--- config.mk ---
export PLATFORM = sky130hd
export DESIGN_NAME = irq_stat_mask_ctl
export DESIGN_NICKNAME = d
export VERILOG_FILES = /design/src/rtl/irq_sm_pkg.sv /design/src/rtl/irq_sm_decode.sv /design/src/rtl/irq_sm_evt_merge.sv /design/src/rtl/irq_sm_regs.sv /design/src/rtl/irq_stat_mask_ctl.sv
export SDC_FILE = /design/constraint.sdc
export NUM_CORES = 1
export LEC_CHECK = 0
export BUFFER_PORTS_ARGS = -buffer_cell sky130_fd_sc_hd__buf_4
export CAP_MARGIN = 30
export CORE_AREA = 5 5 74 76
export DETAILED_ROUTE_END_ITERATION = 6
export DIE_AREA = 0 0 79 81
export GPL_ROUTABILITY_DRIVEN = 1
export PLACE_DENSITY = 0.83
export SYNTH_ARGS = -nofsm -noshare
export SYNTH_HDL_FRONTEND = slang
export SYNTH_SLANG_ARGS = --single-unit
--- constraint.sdc ---
create_clock -name clk_i -period 2.6 [get_ports clk_i]
set_clock_uncertainty 0.05 [all_clocks]
set_input_delay 0.26 -clock clk_i [delete_from_list [all_inputs] [get_ports clk_i]]
set_output_delay 0.26 -clock clk_i [all_outputs]
set_load 0.03 [all_outputs]
--- src/rtl/irq_sm_pkg.sv ---
package irq_sm_pkg;

   typedef enum logic [1:0] {
      ACC_NONE = 2'd0,
      ACC_STAT = 2'd1,
      ACC_MASK = 2'd2
   } acc_sel_e;

   localparam int unsigned BUS_W  = 32;
   localparam int unsigned HALF_W = 16;

endpackage

--- src/rtl/irq_sm_decode.sv ---
module irq_sm_decode
   import irq_sm_pkg::*;
#(
   parameter int unsigned NUM_SRC  = 16,
   parameter int unsigned ADDR_W   = 12,
   parameter logic [11:0] STAT_OFS = 12'h070,
   parameter logic [11:0] MASK_OFS = 12'h074
) (
   input  logic                wr_en_i,
   input  logic                wr_wide_i,
   input  logic [ADDR_W-1:0]   wr_addr_i,
   input  logic [BUS_W-1:0]    wr_data_i,
   output acc_sel_e            sel_o,
   output logic [NUM_SRC-1:0]  wval_o
);

   localparam logic [ADDR_W-1:0] STAT_A = ADDR_W'(STAT_OFS);
   localparam logic [ADDR_W-1:0] MASK_A = ADDR_W'(MASK_OFS);

   logic unused_lane;

   always_comb begin
      sel_o = ACC_NONE;
      if (wr_en_i && wr_addr_i == STAT_A) sel_o = ACC_STAT;
      else if (wr_en_i && wr_addr_i == MASK_A) sel_o = ACC_MASK;
   end

   generate
      if (NUM_SRC <= HALF_W) begin : g_narrow
         assign wval_o = wr_data_i[NUM_SRC-1:0];
      end else begin : g_wide
         assign wval_o = wr_wide_i ? wr_data_i[NUM_SRC-1:0]
                                   : {{(NUM_SRC-HALF_W){1'b0}}, wr_data_i[HALF_W-1:0]};
      end
   endgenerate

   assign unused_lane = ^{wr_data_i, wr_wide_i};

endmodule

--- src/rtl/irq_sm_evt_merge.sv ---
module irq_sm_evt_merge #(
   parameter int unsigned NUM_SRC = 16,
   parameter int unsigned DMA_BIT = 3,
   parameter int unsigned SER_BIT = 7,
   parameter int unsigned SND_BIT = 9
) (
   input  logic [NUM_SRC-1:0] evt_i,
   input  logic               dma_evt_i,
   input  logic               ser_evt_i,
   input  logic               snd_evt_i,
   output logic [NUM_SRC-1:0] set_o
);

   generate
      for (genvar b = 0; b < NUM_SRC; b++) begin : g_bit
         logic hw_evt;
         if (b == DMA_BIT) begin : g_dma
            assign hw_evt = dma_evt_i;
         end else if (b == SER_BIT) begin : g_ser
            assign hw_evt = ser_evt_i;
         end else if (b == SND_BIT) begin : g_snd
            assign hw_evt = snd_evt_i;
         end else begin : g_none
            assign hw_evt = 1'b0;
         end
         assign set_o[b] = evt_i[b] | hw_evt;
      end
   endgenerate

endmodule

--- src/rtl/irq_sm_regs.sv ---
module irq_sm_regs
   import irq_sm_pkg::*;
#(
   parameter int unsigned NUM_SRC = 16
) (
   input  logic               clk_i,
   input  logic               rst_ni,
   input  acc_sel_e           sel_i,
   input  logic [NUM_SRC-1:0] wval_i,
   input  logic [NUM_SRC-1:0] set_i,
   output logic [NUM_SRC-1:0] stat_o,
   output logic [NUM_SRC-1:0] mask_o
);

   logic [NUM_SRC-1:0] stat_q, mask_q, stat_keep;

   // acknowledge keeps only bits that are both enabled and written as one
   assign stat_keep = (sel_i == ACC_STAT) ? (stat_q & mask_q & wval_i) : stat_q;

   always_ff @(posedge clk_i or negedge rst_ni) begin
      if (!rst_ni) begin
         stat_q <= '0;
      end else begin
         stat_q <= stat_keep | set_i;
      end
   end

   always_ff @(posedge clk_i or negedge rst_ni) begin
      if (!rst_ni) begin
         mask_q <= '0;
      end else if (sel_i == ACC_MASK) begin
         mask_q <= wval_i;
      end
   end

   assign stat_o = stat_q;
   assign mask_o = mask_q;

endmodule

--- src/rtl/irq_stat_mask_ctl.sv ---
module irq_stat_mask_ctl
   import irq_sm_pkg::*;
#(
   parameter int unsigned NUM_SRC  = 16,
   parameter int unsigned ADDR_W   = 12,
   parameter logic [11:0] STAT_OFS = 12'h070,
   parameter logic [11:0] MASK_OFS = 12'h074,
   parameter int unsigned DMA_BIT  = 3,
   parameter int unsigned SER_BIT  = 7,
   parameter int unsigned SND_BIT  = 9
) (
   input  logic               clk_i,
   input  logic               rst_ni,
   input  logic               wr_en_i,
   input  logic               wr_wide_i,
   input  logic [ADDR_W-1:0]  wr_addr_i,
   input  logic [31:0]        wr_data_i,
   input  logic [ADDR_W-1:0]  rd_addr_i,
   output logic [31:0]        rd_data_o,
   input  logic [NUM_SRC-1:0] evt_i,
   input  logic               dma_evt_i,
   input  logic               ser_evt_i,
   input  logic               snd_evt_i,
   output logic               irq_o
);

   localparam logic [ADDR_W-1:0] STAT_A = ADDR_W'(STAT_OFS);
   localparam logic [ADDR_W-1:0] MASK_A = ADDR_W'(MASK_OFS);

   generate
      if (NUM_SRC < 1 || NUM_SRC > BUS_W) begin : g_bad_width
         $error("NUM_SRC out of range");
      end
      if (DMA_BIT >= NUM_SRC || SER_BIT >= NUM_SRC || SND_BIT >= NUM_SRC) begin : g_bad_bit
         $error("fixed source bit beyond NUM_SRC");
      end
      if (STAT_OFS == MASK_OFS || STAT_OFS[1:0] != 2'b00 || MASK_OFS[1:0] != 2'b00) begin : g_bad_ofs
         $error("register offsets must differ and be word aligned");
      end
      if (ADDR_W > 12 || ADDR_W < 8) begin : g_bad_addr
         $error("ADDR_W out of range");
      end
   endgenerate

   acc_sel_e           sel;
   logic [NUM_SRC-1:0] wval, set_vec, stat_q, mask_q;

   irq_sm_decode #(
      .NUM_SRC(NUM_SRC), .ADDR_W(ADDR_W), .STAT_OFS(STAT_OFS), .MASK_OFS(MASK_OFS)
   ) dec_i (
      .wr_en_i(wr_en_i), .wr_wide_i(wr_wide_i), .wr_addr_i(wr_addr_i),
      .wr_data_i(wr_data_i), .sel_o(sel), .wval_o(wval)
   );

   irq_sm_evt_merge #(
      .NUM_SRC(NUM_SRC), .DMA_BIT(DMA_BIT), .SER_BIT(SER_BIT), .SND_BIT(SND_BIT)
   ) merge_i (
      .evt_i(evt_i), .dma_evt_i(dma_evt_i), .ser_evt_i(ser_evt_i),
      .snd_evt_i(snd_evt_i), .set_o(set_vec)
   );

   irq_sm_regs #(
      .NUM_SRC(NUM_SRC)
   ) regs_i (
      .clk_i(clk_i), .rst_ni(rst_ni), .sel_i(sel), .wval_i(wval),
      .set_i(set_vec), .stat_o(stat_q), .mask_o(mask_q)
   );

   assign irq_o = |(stat_q & mask_q);

   always_comb begin
      rd_data_o = '0;
      if (rd_addr_i == STAT_A)      rd_data_o = BUS_W'(stat_q);
      else if (rd_addr_i == MASK_A) rd_data_o = BUS_W'(mask_q);
   end

endmodule

# Yosys cells after proc, flatten, opt, wreduce, memory -nomap -nowiden
# Cells that the tools add are included.
# classes
muxes	5
bitwise	6
n_reduce_logical	3
eq_ne	6
# op_table
cell	n
== test 12 x 7 -> 1 bit, second input constant	4
2-to-1 mux 16 bit	3
bitwise AND 16 bit	2
bitwise OR 16 bit	1
OR reduction 16 bit	1
2-to-1 mux 2 bit	2
bitwise OR 1 bit	3
== test 2 x 1 -> 1 bit, second input constant	1
== test 2 bit, second input constant	1
logical AND 1 bit	2
# totals
output_inout_bits	33
elab_cells	22
register_bits	32
in_bits	79

# Logic depth before layout (Yosys ltp)
# depth
word_depth	7
depth_mapped	4

# By module
# Synthesis repeated with hierarchy kept, for this count alone.
# unflattened
hier_cells	205
area_unflattened_um2	2114.5
# modules_own_cells
mod	area_each_um2	n_inst	cells_per_inst	seq_area_each_um2
irq_sm_regs	1321.3	1	102	800.8
irq_stat_mask_ctl	495.5	1	65	0.0
irq_sm_decode	181.4	1	22	0.0
irq_sm_evt_merge	116.4	1	16	0.0

# Least setup slack after synthesis
# OpenSTA, ideal clock, no wires.
# synth_timing
kind	input port to output port
from	input rd_addr_i[9]
to	output rd_data_o[10]
t_arrival_ns	1.464
required_time_ns	2.290
stages	4
slack_ns	0.826
n_path_buf	1
cell_sequence	nor4b_1 nand4_1 clkbuf_1 nor2_1
# synth_via
elab_chain_len	3
# synth_lines
item	line_no	source
start, declared	irq_stat_mask_ctl.sv:18	input logic [ADDR_W-1:0] rd_addr_i,
== test 12 x 7 -> 1 bit	irq_stat_mask_ctl.sv:74	else if (rd_addr_i == MASK_A) rd_data_o = BUS_W'(mask_q);
2-to-1 mux 16 bit	irq_stat_mask_ctl.sv:74	
2-to-1 mux 16 bit (*)	irq_stat_mask_ctl.sv:73	if (rd_addr_i == STAT_A) rd_data_o = BUS_W'(stat_q);
end, declared	irq_stat_mask_ctl.sv:19	output logic [31:0] rd_data_o,
# Mark *: on every way between the ends. The rest lies on a longest branch, timed or not.

# Final worst setup path
# layout_timing
from	register regs_i.stat_q[2], in the netlist regs_i.stat_o[2]
to	output irq_o
# layout_via
elab_chain_len	2
# layout_lines
item	line_no	source
start, declared	irq_sm_regs.sv:15	logic [NUM_SRC-1:0] stat_q, mask_q, stat_keep;
start signal, assigned	irq_sm_regs.sv:24	stat_q <= stat_keep | set_i;
bitwise AND 16 bit	irq_stat_mask_ctl.sv:69	assign irq_o = |(stat_q & mask_q);
OR reduction 16 bit	irq_stat_mask_ctl.sv:69	
end, declared	irq_stat_mask_ctl.sv:24	output logic irq_o
# Every way passes these cells.

==> results_dict.tcl <==
set metrics [dict create \
    synth.distinct_cells 23 \
    syn_area_per_cell_um2 12.13 \
    cp-start-kind "register" \
    numCtsBuffers 5 \
    crit_type "register to output pin" \
    finalWirelength_um 4538 \
    clk_latency_ns 0.28 \
    path_clk_slew_ns 0.06 \
    max_cap_viol_count 0 \
    place.gp.congestion 0.7246 \
    rsz0062_at_grt "no" \
    cts_resized 0 \
    clockBufferDepth 2 \
    grt_use_total_pct 13.89 \
    grt_pass1_wl_um 6955 \
    arrival_ns 1.68 \
    vias_per_cell 5.223 \
    setup_viol 0 \
    cellPowerDensity_nw_per_um2 401.3 \
    cts_sinks 32 \
    grt_pass1_vias 1485 \
    crit_fanout 4 \
    areaGrowthSynthToFinish_pct 35.48 \
    reg2reg_from "regs_i.stat_o[7]" \
    postSynthCellCount 152 \
    holdBufCountCts 1 \
    ant_nets 0 \
    ys_seq_area_share_pct 43.42 \
    use_met3_pct 5.543 \
    reg2reg_to "regs_i.stat_o[7]" \
    core_um2 4661 \
    fin_crit_sh_pct 76.41 \
    cts_tree "built" \
    drc 0 \
    globalRouteMet2Util_pct 23.91 \
    syn-cell-area_um2 1844 \
    ys.warnings.count 0 \
    die_w_um 79 \
    worstPathRequired_ns 2.29 \
    grt_max_degree 33 \
    die_area_um2 6399 \
    initial_core_util_pct 39.57 \
    finalCriticalPeriod_ns 1.987 \
    hpwl_um 3407 \
    port_buffers 78 \
    hold_viol_final 0 \
    wl_per_cell_um 15.81 \
    startpoint "regs_i.stat_o[2]" \
    drt_first_pass_iters 4 \
    rows 25 \
    reg2reg_slack_ns 1.56 \
    cp-end-kind "output pin" \
    die_height_um 81 \
    outcome "complete, no violations" \
    place_area_um2 2411 \
    post_cts_buffers 0 \
    htreeDepth 2 \
    drv_slew 0 \
    antenna_cells 0 \
    fin_nets 312 \
    final_area_um2 2499 \
    p_leak_nw 1.300 \
    reg2reg_depth 2 \
    hold_ws_ns 0.1114 \
    nFillCells 418 \
    crit_end "irq_o" \
    drive_gt1_share_pct 45.06 \
    ir_worst_vdd_v 0.0002766 \
    clock.fmax_mhz 503.3 \
    busiest_layer "met2" \
    grt_overflow 0 \
    antenna_found_initial 0 \
    fin_total_pwr_w 0.001003 \
    use_met1_pct 16.59 \
    ys_seq_elements 32 \
    drt_iter0_drc 42 \
    cts_root_buffer "clkbuf_8" \
    vias 1499 \
    min_path_type "input pin to register" \
    io_pins 112 \
    totalNegativeSetupSlack_ns 0 \
]
==> worst max-delay path, stage by stage, from the launching register on <==
cell      delay [ns]
dfrtp_1         0.40
a22o_1          0.26
a221oi_1        0.40
nand4_1         0.14
buf_4           0.20
==> cell type report <==
type / count / area, µm² / area share, %
multi-input combinational: 114 / 949.7 / 38.01
sequential: 32 / 800.8 / 32.05
timing repair buffer: 80 / 603.1 / 24.14
clock buffer: 6 / 72.57 / 2.904
tap: 54 / 67.56 / 2.704
clock inverter: 1 / 5.005 / 0.2003
==> cells by family (layout without fill, tap and decap cells) <==
kind of cell           count (synthesis)  in the layout  share of synthesized area (%)
muxes                                 32             32                          20.49
and+or+nand+nor                       39             39                          14.93
buffers and inverters                 21             87                          8.141
other                                  1             16                         0.2033
DFF                                   32             32                          43.42
AOI/OAI and AO/OA                     27             27                          12.82
==> worst min-delay path by stage <==
stage                     cells after the start                 to  startpoint  slack (ns)
final                                         2  regs_i.stat_o[14]   evt_i[14]        0.11
after global routing                          2   regs_i.stat_o[1]    evt_i[1]        0.10
after CTS                                     2  regs_i.stat_o[14]   evt_i[14]        0.10
after detailed placement                      1   regs_i.stat_o[1]      rst_ni        0.17
after global placement                        1   regs_i.stat_o[1]      rst_ni        0.17
after floorplan                               0   regs_i.mask_o[0]      rst_ni       -0.09
==> report_power, final <==
part | leakage [nW] | total (W) | internal [W] | switching (W)
Clock | 0.0410 | 0.000348 | 0.000181 | 0.000166
Combinational | 0.896 | 0.000154 | 0.0000783 | 0.0000762
Sequential | 0.363 | 0.000500 | 0.000499 | 0.00000111
==> through the flow <==
stage	setup WS (ns)	utilization (%)	cells
final	0.6132	53.61	287
after global routing	0.5653	53.61	287
after CTS	0.5807	53.61	287
after detailed placement	0.7567	51.73	279
after global placement	0.7843	51.73	279
after floorplan	0.8256	-	167
==> cell usage after synthesis, drive strengths merged <==
cell type / instances / share of area (%)
nand4b: 1 / 1.3
a211o: 13 / 6.2
nor4: 1 / 1.2
mux2: 16 / 12
nand4: 3 / 1.8
mux2i: 16 / 8.7
nor4b: 3 / 2.2
a311o: 3 / 1.6
dfrtp: 32 / 43
buf: 20 / 7.9
and4b: 1 / 0.54
a22o: 4 / 1.9
nor2: 17 / 3.5
clkbuf: 1 / 0.20
and3: 13 / 4.4
a21o: 3 / 1.2
conb: 1 / 0.20
a221oi: 4 / 1.9
==> state kept, by name (all words and copies together) (netlist names) <==
name / count
regs_i.stat_o: 16
regs_i.mask_o: 16
==> metal layers <==
metal	share of wire (%)	routed length, µm
met3	10	474
met5	0	0
met1	42	1896
met2	47	2134
met4	0.73	33
==> layout by cell type (no fill, tap or decap) <==
cell,netlist,routed
dlygate4sd3_1,0,1
mux2i_1,16,16
nand4_4,1,1
nand4b_4,1,1
a221oi_1,4,4
and3_1,13,13
nor4_4,1,1
a22o_1,4,4
clkinv_2,0,1
nor4b_4,1,1
a21o_1,3,3
nor2_1,17,17
buf_4,16,79
nor4b_1,2,2
clkbuf_1,1,1
dfrtp_1,32,32
conb_1,1,16
and4b_1,1,1
mux2_2,6,6
a211o_1,13,13
clkbuf_8,0,5
nand4_1,2,2
mux2_4,10,10
a311o_1,3,3
Note: power is estimated with default switching activity, not from simulation.
